===== src/rtl/evq_pkg.sv =====
package evq_pkg;
    localparam int PAYLOAD_W = 31;

    typedef struct packed {
        logic                 gen;
        logic [PAYLOAD_W-1:0] payload;
    } evq_word_t;
endpackage


===== src/rtl/evq_ram.sv =====
module evq_ram
    import evq_pkg::*;
#(
    parameter int DEPTH = 16,
    localparam int IDX_W = $clog2(DEPTH)
) (
    input  logic             clk,
    input  logic             rst_n,
    input  logic             we,
    input  logic [IDX_W-1:0] waddr,
    input  evq_word_t        wdata,
    input  logic [IDX_W-1:0] raddr,
    output evq_word_t        rdata
);
    evq_word_t mem_q [DEPTH];
    evq_word_t mem_d [DEPTH];

    for (genvar g = 0; g < DEPTH; g++) begin : g_word
        always_comb begin
            mem_d[g] = mem_q[g];
            if (we && (waddr == IDX_W'(g))) begin
                mem_d[g] = wdata;
            end
        end

        always_ff @(posedge clk) begin
            if (!rst_n) begin
                mem_q[g] <= '0;
            end else begin
                mem_q[g] <= mem_d[g];
            end
        end
    end

    assign rdata = mem_q[raddr];
endmodule


===== src/rtl/evq_writer.sv =====
module evq_writer
    import evq_pkg::*;
#(
    parameter int DEPTH = 16,
    localparam int IDX_W = $clog2(DEPTH)
) (
    input  logic                 clk,
    input  logic                 rst_n,
    input  logic                 wr_valid,
    input  logic [PAYLOAD_W-1:0] wr_payload,
    output logic                 we,
    output logic [IDX_W-1:0]     waddr,
    output evq_word_t            wdata
);
    typedef struct packed {
        logic [IDX_W-1:0] idx;
        logic             gen;
    } wr_state_t;

    wr_state_t st_d, st_q;

    always_comb begin
        st_d = st_q;
        if (wr_valid) begin
            st_d.idx = st_q.idx + 1'b1;
            if (st_d.idx == '0) begin
                st_d.gen = ~st_q.gen;
            end
        end
    end

    always_ff @(posedge clk) begin
        if (!rst_n) begin
            st_q.idx <= '0;
            st_q.gen <= 1'b1;
        end else begin
            st_q <= st_d;
        end
    end

    assign we            = wr_valid;
    assign waddr         = st_q.idx;
    assign wdata.gen     = st_q.gen;
    assign wdata.payload = wr_payload;
endmodule


===== src/rtl/evq_reader.sv =====
module evq_reader
    import evq_pkg::*;
#(
    parameter int DEPTH = 16,
    localparam int IDX_W = $clog2(DEPTH)
) (
    input  logic                 clk,
    input  logic                 rst_n,
    input  logic                 q_enable,
    input  logic                 req_valid,
    input  logic                 req_peek,
    input  evq_word_t            rd_word,
    output logic [IDX_W-1:0]     rd_addr,
    output logic                 rd_tog,
    output logic                 rsp_valid,
    output logic [PAYLOAD_W-1:0] rsp_data
);
    typedef struct packed {
        logic [IDX_W-1:0]     idx;
        logic                 tog;
        logic                 rsp_valid;
        logic [PAYLOAD_W-1:0] rsp_data;
    } rd_state_t;

    rd_state_t st_d, st_q;
    logic      is_new;

    always_comb begin
        st_d           = st_q;
        is_new         = q_enable && (rd_word.gen != st_q.tog);
        st_d.rsp_valid = req_valid;
        st_d.rsp_data  = '0;
        if (req_valid && is_new) begin
            st_d.rsp_data = rd_word.payload;
            if (!req_peek) begin
                st_d.idx = st_q.idx + 1'b1;
                if (st_d.idx == '0) begin
                    st_d.tog = ~st_q.tog;
                end
            end
        end
    end

    always_ff @(posedge clk) begin
        if (!rst_n) begin
            st_q <= '0;
        end else begin
            st_q <= st_d;
        end
    end

    assign rd_addr   = st_q.idx;
    assign rd_tog    = st_q.tog;
    assign rsp_valid = st_q.rsp_valid;
    assign rsp_data  = st_q.rsp_data;
endmodule


===== src/rtl/evq_reader_top.sv =====
module evq_reader_top
    import evq_pkg::*;
#(
    parameter int DEPTH = 16
) (
    input  logic                 clk,
    input  logic                 rst_n,
    input  logic                 q_enable,
    input  logic                 wr_valid,
    input  logic [PAYLOAD_W-1:0] wr_payload,
    input  logic                 req_valid,
    input  logic                 req_peek,
    output logic                 rsp_valid,
    output logic [PAYLOAD_W-1:0] rsp_data
);
    localparam int IDX_W = $clog2(DEPTH);

    logic             ram_we;
    logic [IDX_W-1:0] ram_waddr;
    evq_word_t        ram_wdata;
    logic [IDX_W-1:0] rd_idx;
    logic             rd_tog;
    evq_word_t        ram_rdata;

    evq_writer #(.DEPTH(DEPTH)) writer_i (
        .clk(clk), .rst_n(rst_n), .wr_valid(wr_valid), .wr_payload(wr_payload),
        .we(ram_we), .waddr(ram_waddr), .wdata(ram_wdata)
    );

    evq_ram #(.DEPTH(DEPTH)) ram_i (
        .clk(clk), .rst_n(rst_n), .we(ram_we), .waddr(ram_waddr),
        .wdata(ram_wdata), .raddr(rd_idx), .rdata(ram_rdata)
    );

    evq_reader #(.DEPTH(DEPTH)) reader_i (
        .clk(clk), .rst_n(rst_n), .q_enable(q_enable), .req_valid(req_valid),
        .req_peek(req_peek), .rd_word(ram_rdata), .rd_addr(rd_idx),
        .rd_tog(rd_tog), .rsp_valid(rsp_valid), .rsp_data(rsp_data)
    );
endmodule


===== config.mk =====
export PLATFORM = sky130hd
export DESIGN_NAME = evq_reader_top
export DESIGN_NICKNAME = d
export VERILOG_FILES = /design/src/rtl/evq_pkg.sv /design/src/rtl/evq_ram.sv /design/src/rtl/evq_writer.sv /design/src/rtl/evq_reader.sv /design/src/rtl/evq_reader_top.sv
export SDC_FILE = /design/constraint.sdc
export NUM_CORES = 1
export LEC_CHECK = 0
export BUFFER_PORTS_ARGS = -buffer_cell sky130_fd_sc_hd__buf_4
export CORE_MARGIN = 3
export CORE_UTILIZATION = 37
export DETAILED_ROUTE_END_ITERATION = 8
export RECOVER_POWER = 25
export SYNTH_ARGS = -nofsm -noshare
export SYNTH_HDL_FRONTEND = slang
export SYNTH_HIERARCHICAL = 1
export SYNTH_SLANG_ARGS = --single-unit

===== constraint.sdc =====
create_clock -name clk -period 4.55 [get_ports clk]
set_input_delay 0.2275 -clock clk [delete_from_list [all_inputs] [get_ports clk]]
set_output_delay 0.2275 -clock clk [all_outputs]
set_load 0.01 [all_outputs]

# ---- Word level (Yosys, flattened, before mapping)
# Memory sizes are Yosys's and may differ from the RTL's. A register that Yosys moved wholly into a read port is not among the register bits.
# Index checks and enable logic that the tools add are counted.
dict set report totals {
  ff_bits 42
  latch_bits 0
  ram_bits 512
  rom_bits 0
  in_bits 37
  output_inout_bits 32
  elab_cells 137
  mem_count 1
}
dict set report op_classes {
  addsub 2
  multipliers 0
  n_div 0
  order_cmp 0
  n_eq_ne 32
  shifts 0
  muxes 36
  bitwise 19
  reduce_logical 41
}
# memory depth width read_ports rd_clocked_by_memory_dff wr line_no
set memory_table {}
lappend memory_table {ram_i.mem_q 16 32 1 1 16 evq_ram.sv:15} ;# evq_word_t mem_q [DEPTH];
# op count
set op_table {}
lappend op_table {{$mux W32} 32}
lappend op_table {{$reduce_and A2 Y1} 19}
lappend op_table {{$eq A4 B4 Y1 const B} 8}
lappend op_table {{$logic_and A1 B1 Y1} 18}
lappend op_table {{$eq A4 B3 Y1 const B} 4}
lappend op_table {{$ne A1 B1 Y1 const B} 16}
lappend op_table {{$or A1 B1 Y1} 16}
lappend op_table {{$logic_not A4 Y1} 3}
lappend op_table {{$add A4 B1 Y4 const B} 2}
lappend op_table {{$eq A4 B2 Y1 const B} 2}
lappend op_table {{$mux W4} 2}
lappend op_table {{$eq A4 B1 Y1 const B} 1}
lappend op_table {{$not A1 Y1} 3}
lappend op_table {{$reduce_and A3 Y1} 1}
lappend op_table {{$mux W1} 2}
lappend op_table {{$ne A1 B1 Y1} 1}

# ---- Logic depth before layout (Yosys ltp)
# Gate-level depths: netlist of run 1.
dict set report logic_depth {
  word_depth 6
  ltp_mapped 9
  depth_no_buf 7
}

# ---- Modules after synthesis
# The synthesis of run 1 kept the hierarchy.
# module instances cells_per_inst area_per_inst_um2 seq_area_each_um2
set modules_own_cells {}
lappend modules_own_cells {evq_ram 1 1422 22828.1 15374.7}
lappend modules_own_cells {evq_reader 1 102 1183.6 740.7}
lappend modules_own_cells {evq_writer 1 57 498.0 100.1}

# ---- Worst setup path after synthesis of run 1
# Ideal clock, no wire load.
dict set report synth_timing {
  path_kind {reg-to-reg}
  startpoint {reg writer_i.st_q, in the netlist writer_i/waddr[0]}
  endpoint {mem ram_i/mem_q[6][0] (netlist bit), enable pin}
  setup_ns 0.466
  arrival_ns 3.229
  required_time_ns 4.084
  setup_slack_ns 0.855
  path_stages_with_launch 3
  path_buffers 0
  period_less_slack_ns 3.695
  cell_sequence {dfxtp_1 -> or3b_2 -> o21ai_0}
}
# item line_no
set synth_rtl {}
lappend synth_rtl {{start: declaration} evq_writer.sv:20} ;# wr_state_t st_d, st_q;
lappend synth_rtl {{start signal: assignment} evq_writer.sv:37} ;# st_q <= st_d;
lappend synth_rtl {{end: declaration} evq_ram.sv:15}

==> results.md, run 1 <==
- CTS Hold Buffers Added: 26
- H-tree depth: 2
- Worst r2r src: writer_i/waddr[1]
- Setup Skew: 24.33 ps
- Outcome: finished with violations
- TritonRoute pass-1 iters: 5
- Slew headroom: -0.7222
- Period utilization: 0.8171
- Syn_nets: 1622
- R2R cell count: 3
- Lkg Pwr: just under 0.01 uW
- Register area share after synthesis: 0.6616
- Pwr Total: 10850 uW
- Rows: 93
- CP Data Required Time: 4810 ps
- Sum of negative setup slack: 0 ps
- Port-buffer cells: 68
- GP Congestion: 0.7309
- Post-synthesis area per instance: 15.50 um2
- CTS Sinks: 554
- DRT Wirelength: 63.08 mm
- Area Growth Syn to Fin: 12.95%
- Total Routing Usage GR: 0.1800
- CTS root buf: clkbuf_16
- Failing checks: capacitance limit, slew limit
- Clk slew on worst S/H paths: 60 ps
- Top_reg_cell synth: edfxtp_1
- Cell Count Post-Placement: around 2400
- EDFF count, synth: 512
- Routed WL per cell: 25.18 um
- Synth area leader: edfxtp_1
- Worst-Skew Late Latency: 620 ps
- Maximum vdd drop: 0.3335 mV
- Vias: 13230
- Drt first-iter violations: 1032
- PD cells: approximately 400 mW/mm2
- Initial Util: 0.3768
- Ys Warns: 6
- Crit-path max FO: 22
- Async set or reset register ratio after synthesis: 0
- Crit end category: flop
- Dpl hpwl: ~34 mm
- R2r setup slk: 830 ps
- Cts bufs inserted: 57
- Final std cells w/o fill: 2505
- Filler Cell Count: 5793
- CTS tree: done
- Maximum clock insertion buffer count: 3
- Slew of the pin with the lowest slew margin: 2574 ps
- Nets: 1644
- Die H: 263.4 um
- Hold path cells: 2
- Crit Path Class: reg2reg
- Top cell type's share of synthesized area: 0.6273
- Highest Clock Rate: 269.0 MHz
- Initial antenna violation count: 2
- Worst hold start: wr_payload[20]
- Postcts setup bufs: 0
- Fin. Hold Viols: 0
- Top cells by area, synth: edfxtp_1 63%, and2_1 14%, mux4_2 12%
- Startpoint types: flop
- Netlist cell types: 38
- GR Overflow Total: 0
- Hold Path End: ram_i/mem_q[14][20]
- Proportion of layout cells with a drive suffix above 1: 0.1820
- Via/cell ratio: ~5.3
- Minimum clock period after layout: 3718 ps
- # DRC: 0
- Number of synthesized register bits: 554
- Global-route wire length before repair: 93.32 mm
- HP Class: in2reg
- Die W: 263.4 um
- Die area: 0.06937 mm2
- Slew Limit Fails: 194
- Final setup viols: 0
- Ports: 69
- RSZ-0062 raised after global routing: no
- Post-cts sizing count: 0
- Vias in the first global route: approximately 14000
- Cells after Synth: about 1600
- Worst Path Arrival: 3970 ps
- Reg-to-reg critical path endpoint: ram_i/mem_q[6][15]
- Maximum capacitance violations: 9
- CORE AREA: 0.06505 mm2
- Largest net degree at the start of global routing: 80
- Antenna Nets Post-Route: 0
- Syn Std Cell Area: 0.02451 mm2
-- state kept, by name (all words and copies together) (netlist names) --
register and cells:
ram_i/mem_q 512, reader_i/rsp_data 31, reader_i/rd_addr 4, writer_i/waddr 4, reader_i/rd_tog 1, reader_i/rsp_valid 1, writer_i/wdata 1
-- metrics by stage --
step	worst slack [ps]	hold WS [ps]	area (um2)	util
2_1_floorplan	855.5	349.2	24510	-
3_3_place_gp	1464	439.7	25870	0.3977
3_5_place_dp	1432	448.9	25870	0.3977
4_1_cts	1416	1.928	27880	0.4287
5_1_grt	689.8	33.72	27680	0.4255
6_report	832.4	32.44	27680	0.4256
-- critical path, stage by stage (launching register included) --
cell and delay, ps:
dfxtp_1 520, nand2_1 460, o21ai_0 1760, buf_4 610
-- worst max path at each step --
stage,slack (ps),cells past startpoint,to,from
floorplan,860,2,ram_i/mem_q[6][0],writer_i/waddr[0]
global route,690,3,ram_i/mem_q[6][4],writer_i/waddr[1]
detailed placement,1430,7,reader_i/rsp_data[28],reader_i/rd_addr[0]
finish,830,3,ram_i/mem_q[6][15],writer_i/waddr[1]
CTS,1420,7,reader_i/rsp_data[28],reader_i/rd_addr[0]
global placement,1460,7,reader_i/rsp_data[22],reader_i/rd_addr[0]
-- logic make-up (layout without fill, tap and decap cells) --
logic type | Yosys count | count (layout) | share of synthesized area
mux | 131 | 131 | 0.1189
simple gates | 635 | 635 | 0.1576
buf+inv | 163 | 230 | 0.03170
fa+ha+maj | 4 | 4 | 0.002042
flops | 554 | 554 | 0.6616
other cells | 0 | 2 | 0
xor+xnor | 8 | 8 | 0.003165
compound gates | 86 | 86 | 0.02496
-- cells in the final DEF, fill, tap and decap left out, drive strengths merged, types with 2 or more instances in the layout --
cell type / Yosys / layout
a22oi: 64 / 64
and2: 548 / 548
and3: 4 / 4
buf: 59 / 62
bufinv: 0 / 2
clkbuf: 102 / 116
clkinv: 0 / 20
dfxtp: 42 / 42
diode: 0 / 2
dlygate4sd3: 0 / 26
edfxtp: 512 / 512
ha: 4 / 4
inv: 2 / 3
mux2i: 2 / 2
mux4: 128 / 128
nand2: 37 / 37
nand2b: 3 / 3
nand3: 2 / 2
nand3b: 2 / 2
nand4: 3 / 3
nand4b: 3 / 3
nand4bb: 2 / 2
nor2: 22 / 22
nor2b: 3 / 3
nor3: 2 / 2
nor4b: 2 / 2
o21ai: 16 / 16
xnor2: 6 / 6
xor2: 2 / 2
-- cell type report --
type | count | area (um2) | area share
inverter | 2 | 7.507 | 0.0002712
antenna | 2 | 5.005 | 0.0001808
multi-input combinational | 864 | 7749 | 0.2799
sequential | 554 | 16220 | 0.5860
timing repair buffer | 124 | 877.1 | 0.03168
clock buffer | 80 | 1564 | 0.05650
tap | 855 | 1070 | 0.03864
clock inverter | 24 | 187.7 | 0.006780
-- synthesized netlist by cell type (4+ instances only) --
library cell  number
and2_1           548
edfxtp_1         512
mux4_2           128
clkbuf_1         102
a22oi_1           64
dfxtp_1           42
buf_4             41
nand2_1           37
nor2_1            22
o21ai_0           16
buf_1              9
buf_2              9
xnor2_1            5
and3_1             4
ha_1               4
-- report_power, final --
part	leakage (uW)	internal, uW	switching [uW]
Clock	0.000850	2500	1940
Combinational	0.00322	224	367
Sequential	0.00565	5760	62.8
-- per-layer routing --
layer	vias up	share of wire	global-route usage
met1	6978	0.42	0.2389
met2	360	0.51	0.3138
met4	0	0.020	0.04485
li1	5817	-	-
met3	79	0.045	0.02355
met5	-	0	0
(Power assumes the default switching activity.)
==> run 2, diff against run 1 <==
==> constraint.sdc (replaced) <==
create_clock -name clk -period 3.6 [get_ports clk]
set_input_delay 0.18 -clock clk [delete_from_list [all_inputs] [get_ports clk]]
set_output_delay 0.18 -clock clk [all_outputs]
set_load 0.01 [all_outputs]
==> results.md, run 2 (synthesis gave the netlist of run 1 again) <==
- Startpoint types: flop
- # DRC: 0 (unchanged)
- Largest net degree at the start of global routing: 67 (-16%)
- Crit path largest cell delay: 1290 ps (-470 ps)
- Cts bufs inserted: 57 (unchanged)
- Initial Util: 0.3768 (unchanged)
- Post-cts sizing count: 0 (unchanged)
- Slew of the pin with the lowest slew margin: 1805 ps (-768.6 ps)
- Max reg flops: 512 (unchanged)
- Clk slew on worst S/H paths: 60 ps (about the same)
- Crit Path Class: reg2reg
- Drt first-iter violations: 1227 (+19%)
- Rows: 93 (unchanged)
- CTS Sinks: 554 (unchanged)
- Crit-path slowest cell: clkbuf_1
- Slew Limit Fails: 142 (-27%)
- Routed WL per cell: 25.45 um (+1.1%)
- CTS tree: done
- Highest Clock Rate: 328.5 MHz (+22%)
- Setup Skew: 28.58 ps (+4.245 ps)
- Comb pwr share: 0.056 (+0.002)
- Maximum clock insertion buffer count: 3 (unchanged)
- CP Data Required Time: 3800 ps (-1010 ps)
- Ports: 69 (unchanged)
- Vias: 13280 (+0.36%)
- Total Routing Usage GR: 0.1867 (+0.006739)
- Minimum clock period after layout: 3044 ps (-673.5 ps)
- GR Overflow Total: 0 (unchanged)
- Maximum capacitance violations: 11 (+2)
- Outcome: finished with violations
- Crit end category: flop
- TritonRoute pass-1 iters: 4 (-1)
- Most frequent cells in the layout: 512 x edfxtp_1, 477 x and2_1, 128 x mux4_2
- Failing checks: capacitance limit, slew limit
- Switch share: 0.2164 (-0.001687)
- Cell Count Post-Placement: 2390 (+0.72%)
- Dpl hpwl: 34.63 mm (+1.1%)
- Via/cell ratio: 5.250 (-0.63%)
- Antenna Nets Post-Route: 0 (unchanged)
- Cell-internal power: 10870 uW (+28%)
- Worst-case hold slack: 77.12 ps (+44.68 ps)
- Initial antenna violation count: 1 (-1)
- Utilization after layout: 0.4325 (+0.006887)
- Crit-path max FO: 18 (-18%)
- Slew headroom: -0.2079 (+0.5143)
- Worst-Skew Late Latency: 630 ps (about the same)
- Sum of negative setup slack: 0 ps (unchanged)
- Nets: 1669 (+1.5%)
- RSZ-0062 raised after global routing: no
- Proportion of layout cells with a drive suffix above 1: 0.1870 (+0.004938)
- Worst Path Arrival: 3240 ps (-730 ps)
- H-tree depth: 2 (unchanged)
- Area Growth Syn to Fin: 14.77%
- Vias in the first global route: 14100 (+1.6%)
- Port-buffer cells: 68 (unchanged)
- Lkg Pwr: 0.009898 uW (+1.9%)
- GP Congestion: 0.7418 (+1.5%)
- Clock network power share: 0.414 (+0.005)
- DRT Wirelength: 64.39 mm (+2.1%)
- Die area: 0.06937 mm2 (unchanged)
- Filler Cell Count: 5714 (-1.4%)
- Top reg by flops: ram_i/mem_q
- Die W: 263.4 um (unchanged)
- Design Area, Final: 0.02813 mm2 (+1.6%)
- CTS root buf: clkbuf_16
- Postcts setup bufs: 0 (unchanged)
- Period utilization: 0.8456 (+0.02854)
- Commonest non-fill, non-tap cell in the layout: edfxtp_1
- PD cells: 493.3 mW/mm2 (+26%)
- Placed cell area: 0.02625 mm2 (+1.5%)
- Seq pwr share: 0.530 (-0.006)
- Maximum vdd drop: 0.4295 mV (+29%)
- Critical-path cell list: nand3_1 > o21ai_0 > clkbuf_1
- HP Class: in2reg
- Fin. Hold Viols: 0 (unchanged)
- Global-route wire length before repair: 95.37 mm (+2.2%)
- Final std cells w/o fill: 2530 (+1.0%)
- P_sw: 3003 uW (+27%)
- Die H: 263.4 um (unchanged)
- CORE AREA: 0.06505 mm2 (unchanged)
- Final setup viols: 0 (unchanged)
## run 2: cell types whose count changed in the layout (fill, tap and decap cells not counted), sizes merged
cell,change
diode,-1
dlygate4sd3,+8
inv,-1
buf,+10
clkinvlp,+1
clkinv,-6
bufinv,+1
clkbuf,+13
## run 2: power groups by stage
stage | Combinational, uW | Sequential (uW) | Clock, uW
4_1_cts | 809 | 7350 | 5900
6_report | 774 | 7350 | 5750
2_1_floorplan | 468 | 7480 | 0
3_5_place_dp | 775 | 7490 | 0
3_3_place_gp | 768 | 7470 | 0
5_1_grt | 835 | 7370 | 6120
## run 2: worst max-delay path: cells and delay by family (launching register included)
family                 cells  cell delay [ps]
AO/OA/AOI/OAI              1              330
AND/OR/NAND/NOR            1              380
buffers and inverters      1             1290
flip-flops                 1              620
## run 2: layout make-up
cell class,instances,area [um2],share of cell area
diodes,1,2.502,0.00008896
clock buffers,86,1605,0.05707
clock inverters,19,207.7,0.007383
inverters,2,7.507,0.0002669
multi-input cells,864,7726,0.2747
flip-flops and latches,554,16220,0.5767
well taps,855,1070,0.03803
repair buffers,149,1289,0.04581
## run 2: repair_timing
action                     in CTS  in global routing
hold endpoints to repair      502                  0
setup endpoints to repair       0                  0
hold buffers                   34                  0
## run 2: worst paths after layout
path	from	endpoint	slack, ps	cells past startpoint
worst max-delay path	writer_i/waddr[0]	ram_i/mem_q[13][12]	560	3
worst min-delay path	rst_n	writer_i/waddr[1]	80	2
worst max register to register	writer_i/waddr[0]	ram_i/mem_q[13][12]	560	3
worst min register to register	reader_i/rd_tog	reader_i/rd_tog	600	2
## run 2: layer usage
metal,wire length (um),vias to the layer above,global-route usage
met4,2009,0,0.05826
li1,-,5858,-
met2,32280,425,0.3218
met3,3823,115,0.03486
met1,26280,6884,0.2394
met5,0,-,0
## run 2: through the flow
step / total power [uW] / worst slack [ps]
after CTS: 14060 / 844.2
final: 13880 / 555.9
after global routing: 14330 / 426.6
after detailed placement: 8260 / 858.1
after global placement: 8236 / 832.4
after floorplan: 7944 / -94.51
==> run 3, diff against run 2 <==
==> constraint.sdc (replaced) <==
create_clock -name clk -period 2.58 [get_ports clk]
set_input_delay 0.129 -clock clk [delete_from_list [all_inputs] [get_ports clk]]
set_output_delay 0.129 -clock clk [all_outputs]
set_load 0.01 [all_outputs]
==> results.md, run 3 (synthesis gave the netlist of run 1 again) <==
- Final setup viols: 0 (unchanged)
- Crit end category: flop
- Outcome: finished, final reports clean
- Worst r2r src: writer_i/waddr[3]
- Slew of the pin with the lowest slew margin: 1324 ps (-481.7 ps)
- Startpoint types: flop
- Slew Limit Fails: 0 (-100%)
- Met3 WL: 3.590 mm (-6.1%)
- Worst hold start: rst_n
- Clk slew on worst S/H paths: 60 ps (about the same)
- Maximum capacitance violations: 0 (-11)
- Reg-to-reg critical path endpoint: ram_i/mem_q[15][12]
- Reg area: 0.01622 mm2 (unchanged)
- HP Class: in2reg
- Crit Path Class: reg2reg
- Vias: 13470 (+1.4%)
- Cts bufs inserted: 58 (+1.8%)
- Period utilization: 0.9145 (+0.06895)
- CTS Sinks: 554 (unchanged)
- Post-cts sizing count: 0 (unchanged)
- Multi-input gate area: 0.007826 mm2 (+1.3%)
- R2r setup slk: 220 ps (-340 ps)
- Nets: 1689 (+1.2%)
- Max reg flops: 512 (unchanged)
- Ports: 69 (unchanged)
- Antenna Nets Post-Route: 0 (unchanged)
- Fin. Hold Viols: 0 (unchanged)
- DRT Wirelength: 66.24 mm (+2.9%)
- Commonest non-fill, non-tap cell in the layout: edfxtp_1
- Die H: 263.4 um (unchanged)
- Drt first-iter violations: 1336 (+8.9%)
- H-tree depth: 2 (unchanged)
- Lkg Pwr: 0.009973 uW (+0.76%)
- Top reg by flops: ram_i/mem_q
- Minimum clock period after layout: 2360 ps (-684.6 ps)
- Rows: 93 (unchanged)
- Proportion of layout cells with a drive suffix above 1: 0.2027 (+0.01573)
- Largest net degree at the start of global routing: 85 (+27%)
- Initial Util: 0.3768 (unchanged)
- Crit-path max FO: 32 (+14)
- Dpl hpwl: 35.19 mm (+1.6%)
- Worst Path Arrival: 2720 ps (-520 ps)
- PD cells: 681.9 mW/mm2 (+38%)
- R2R cell count: 5 (+2)
- Total Routing Usage GR: 0.1898 (+0.003103)
- # DRC: 0 (unchanged)
- Vias in the first global route: 14160 (+0.43%)
- Die W: 263.4 um (unchanged)
- Met1 WL: 27.73 mm (+5.5%)
- GR Overflow Total: 0 (unchanged)
- Area Growth Syn to Fin: 15.43%
- CTS tree: done
- Die area: 0.06937 mm2 (unchanged)
- TritonRoute pass-1 iters: 7 (+3)
- Filler Cell Count: 5714 (unchanged)
- CORE AREA: 0.06505 mm2 (unchanged)
- Fin worst setup slack: 220.5 ps (-335.4 ps)
- Slew headroom: 0.1177 (+0.3256)
- Highest Clock Rate: 423.8 MHz (+29%)
- GP Congestion: 0.7357 (-0.82%)
- Maximum vdd drop: 0.4613 mV (+7.4%)
- Hold path cells: 2 (unchanged)
- Port-buffer cells: 68 (unchanged)
- Pre-CTS setup slack: 332.0 ps (-526.1 ps)
- Routed WL per cell: 25.95 um (+1.9%)
- Via/cell ratio: 5.278 (+0.53%)
- Global-route wire length before repair: 96.90 mm (+1.6%)
- RSZ-0062 raised after global routing: no
- Maximum clock insertion buffer count: 3 (unchanged)
- Initial antenna violation count: 1 (unchanged)
- CTS root buf: clkbuf_16
- Hold Path End: ram_i/mem_q[14][23]
- Most frequent cells in the layout: 512 x edfxtp_1, 465 x and2_1, 128 x mux4_2
- DR WL met2: 33.25 mm (+3.0%)
- Worst setup path start: writer_i/waddr[3]
- Uppermost layer routed: met4
- Worst-case hold slack: 80.01 ps (+2.895 ps)
- Setup Skew: 12.51 ps (-16.07 ps)
- Worst-Skew Late Latency: 610 ps (-20 ps)
- CP Data Required Time: 2940 ps (-860 ps)
## run 3: changes by cell type in the layout (fill, tap and decap cells not counted), sizes merged
cell	delta
buf	+11
clkinv	+10
clkbuf	+4
bufinv	-2
clkinvlp	-1
inv	+1
## run 3: per-stage QoR
| stage | TNS [ps] | util | power (uW) | instance area [um2] | instances |
|---|---|---|---|---|---|
| 6_report | 0 | 0.4350 | 19290 | 28290 | 2553 |
| 5_1_grt | 0 | 0.4349 | 19940 | 28290 | 2552 |
| 4_1_cts | 0 | 0.4386 | 19510 | 28530 | 2552 |
| 3_5_place_dp | 0 | 0.4059 | 11570 | 26400 | 2409 |
| 3_3_place_gp | 0 | 0.4059 | 11530 | 26400 | 2409 |
| 2_1_floorplan | -121580 | - | 11080 | 24520 | 1581 |
## run 3: final cells by class
type	count	share of cell area
flip-flops and latches	554	0.5734
multi-input cells	864	0.2766
clock buffers	82	0.05771
repair buffers	168	0.04869
well taps	855	0.03781
clock inverters	27	0.005395
inverters	2	0.0002653
diodes	1	0.00008845
## run 3: power by group
group / switching [uW] / internal, uW
registers: 100 / 10100
clock network: 3420 / 4480
logic: 685 / 456
## run 3: critical path, stage by stage, from the launching register on
cell,delay [ps]
dfxtp_1,420
nand4_1,150
clkbuf_1,410
nor2_4,40
clkbuf_2,640
and2_1,430
## run 3: worst max-delay path by stage
stage,slack [ps],cells past startpoint,to
global route,110,5,ram_i/mem_q[15][31]
floorplan,-840,2,ram_i/mem_q[12][0]
finish,220,5,ram_i/mem_q[15][12]
detailed placement,330,6,reader_i/rsp_data[30]
global placement,330,6,reader_i/rsp_data[30]
CTS,330,6,reader_i/rsp_data[30]
## run 3: what timing repair did
action,in CTS,in global routing
buffers inserted,0,0
hold endpoints to repair,506,0
hold buffers,34,0
## run 3: metal layers
metal,global-route usage,vias up
met1,0.2505,7054
met2,0.3278,406
met3,0.02664,114
met4,0.05484,0
met5,0,-
li1,-,5900
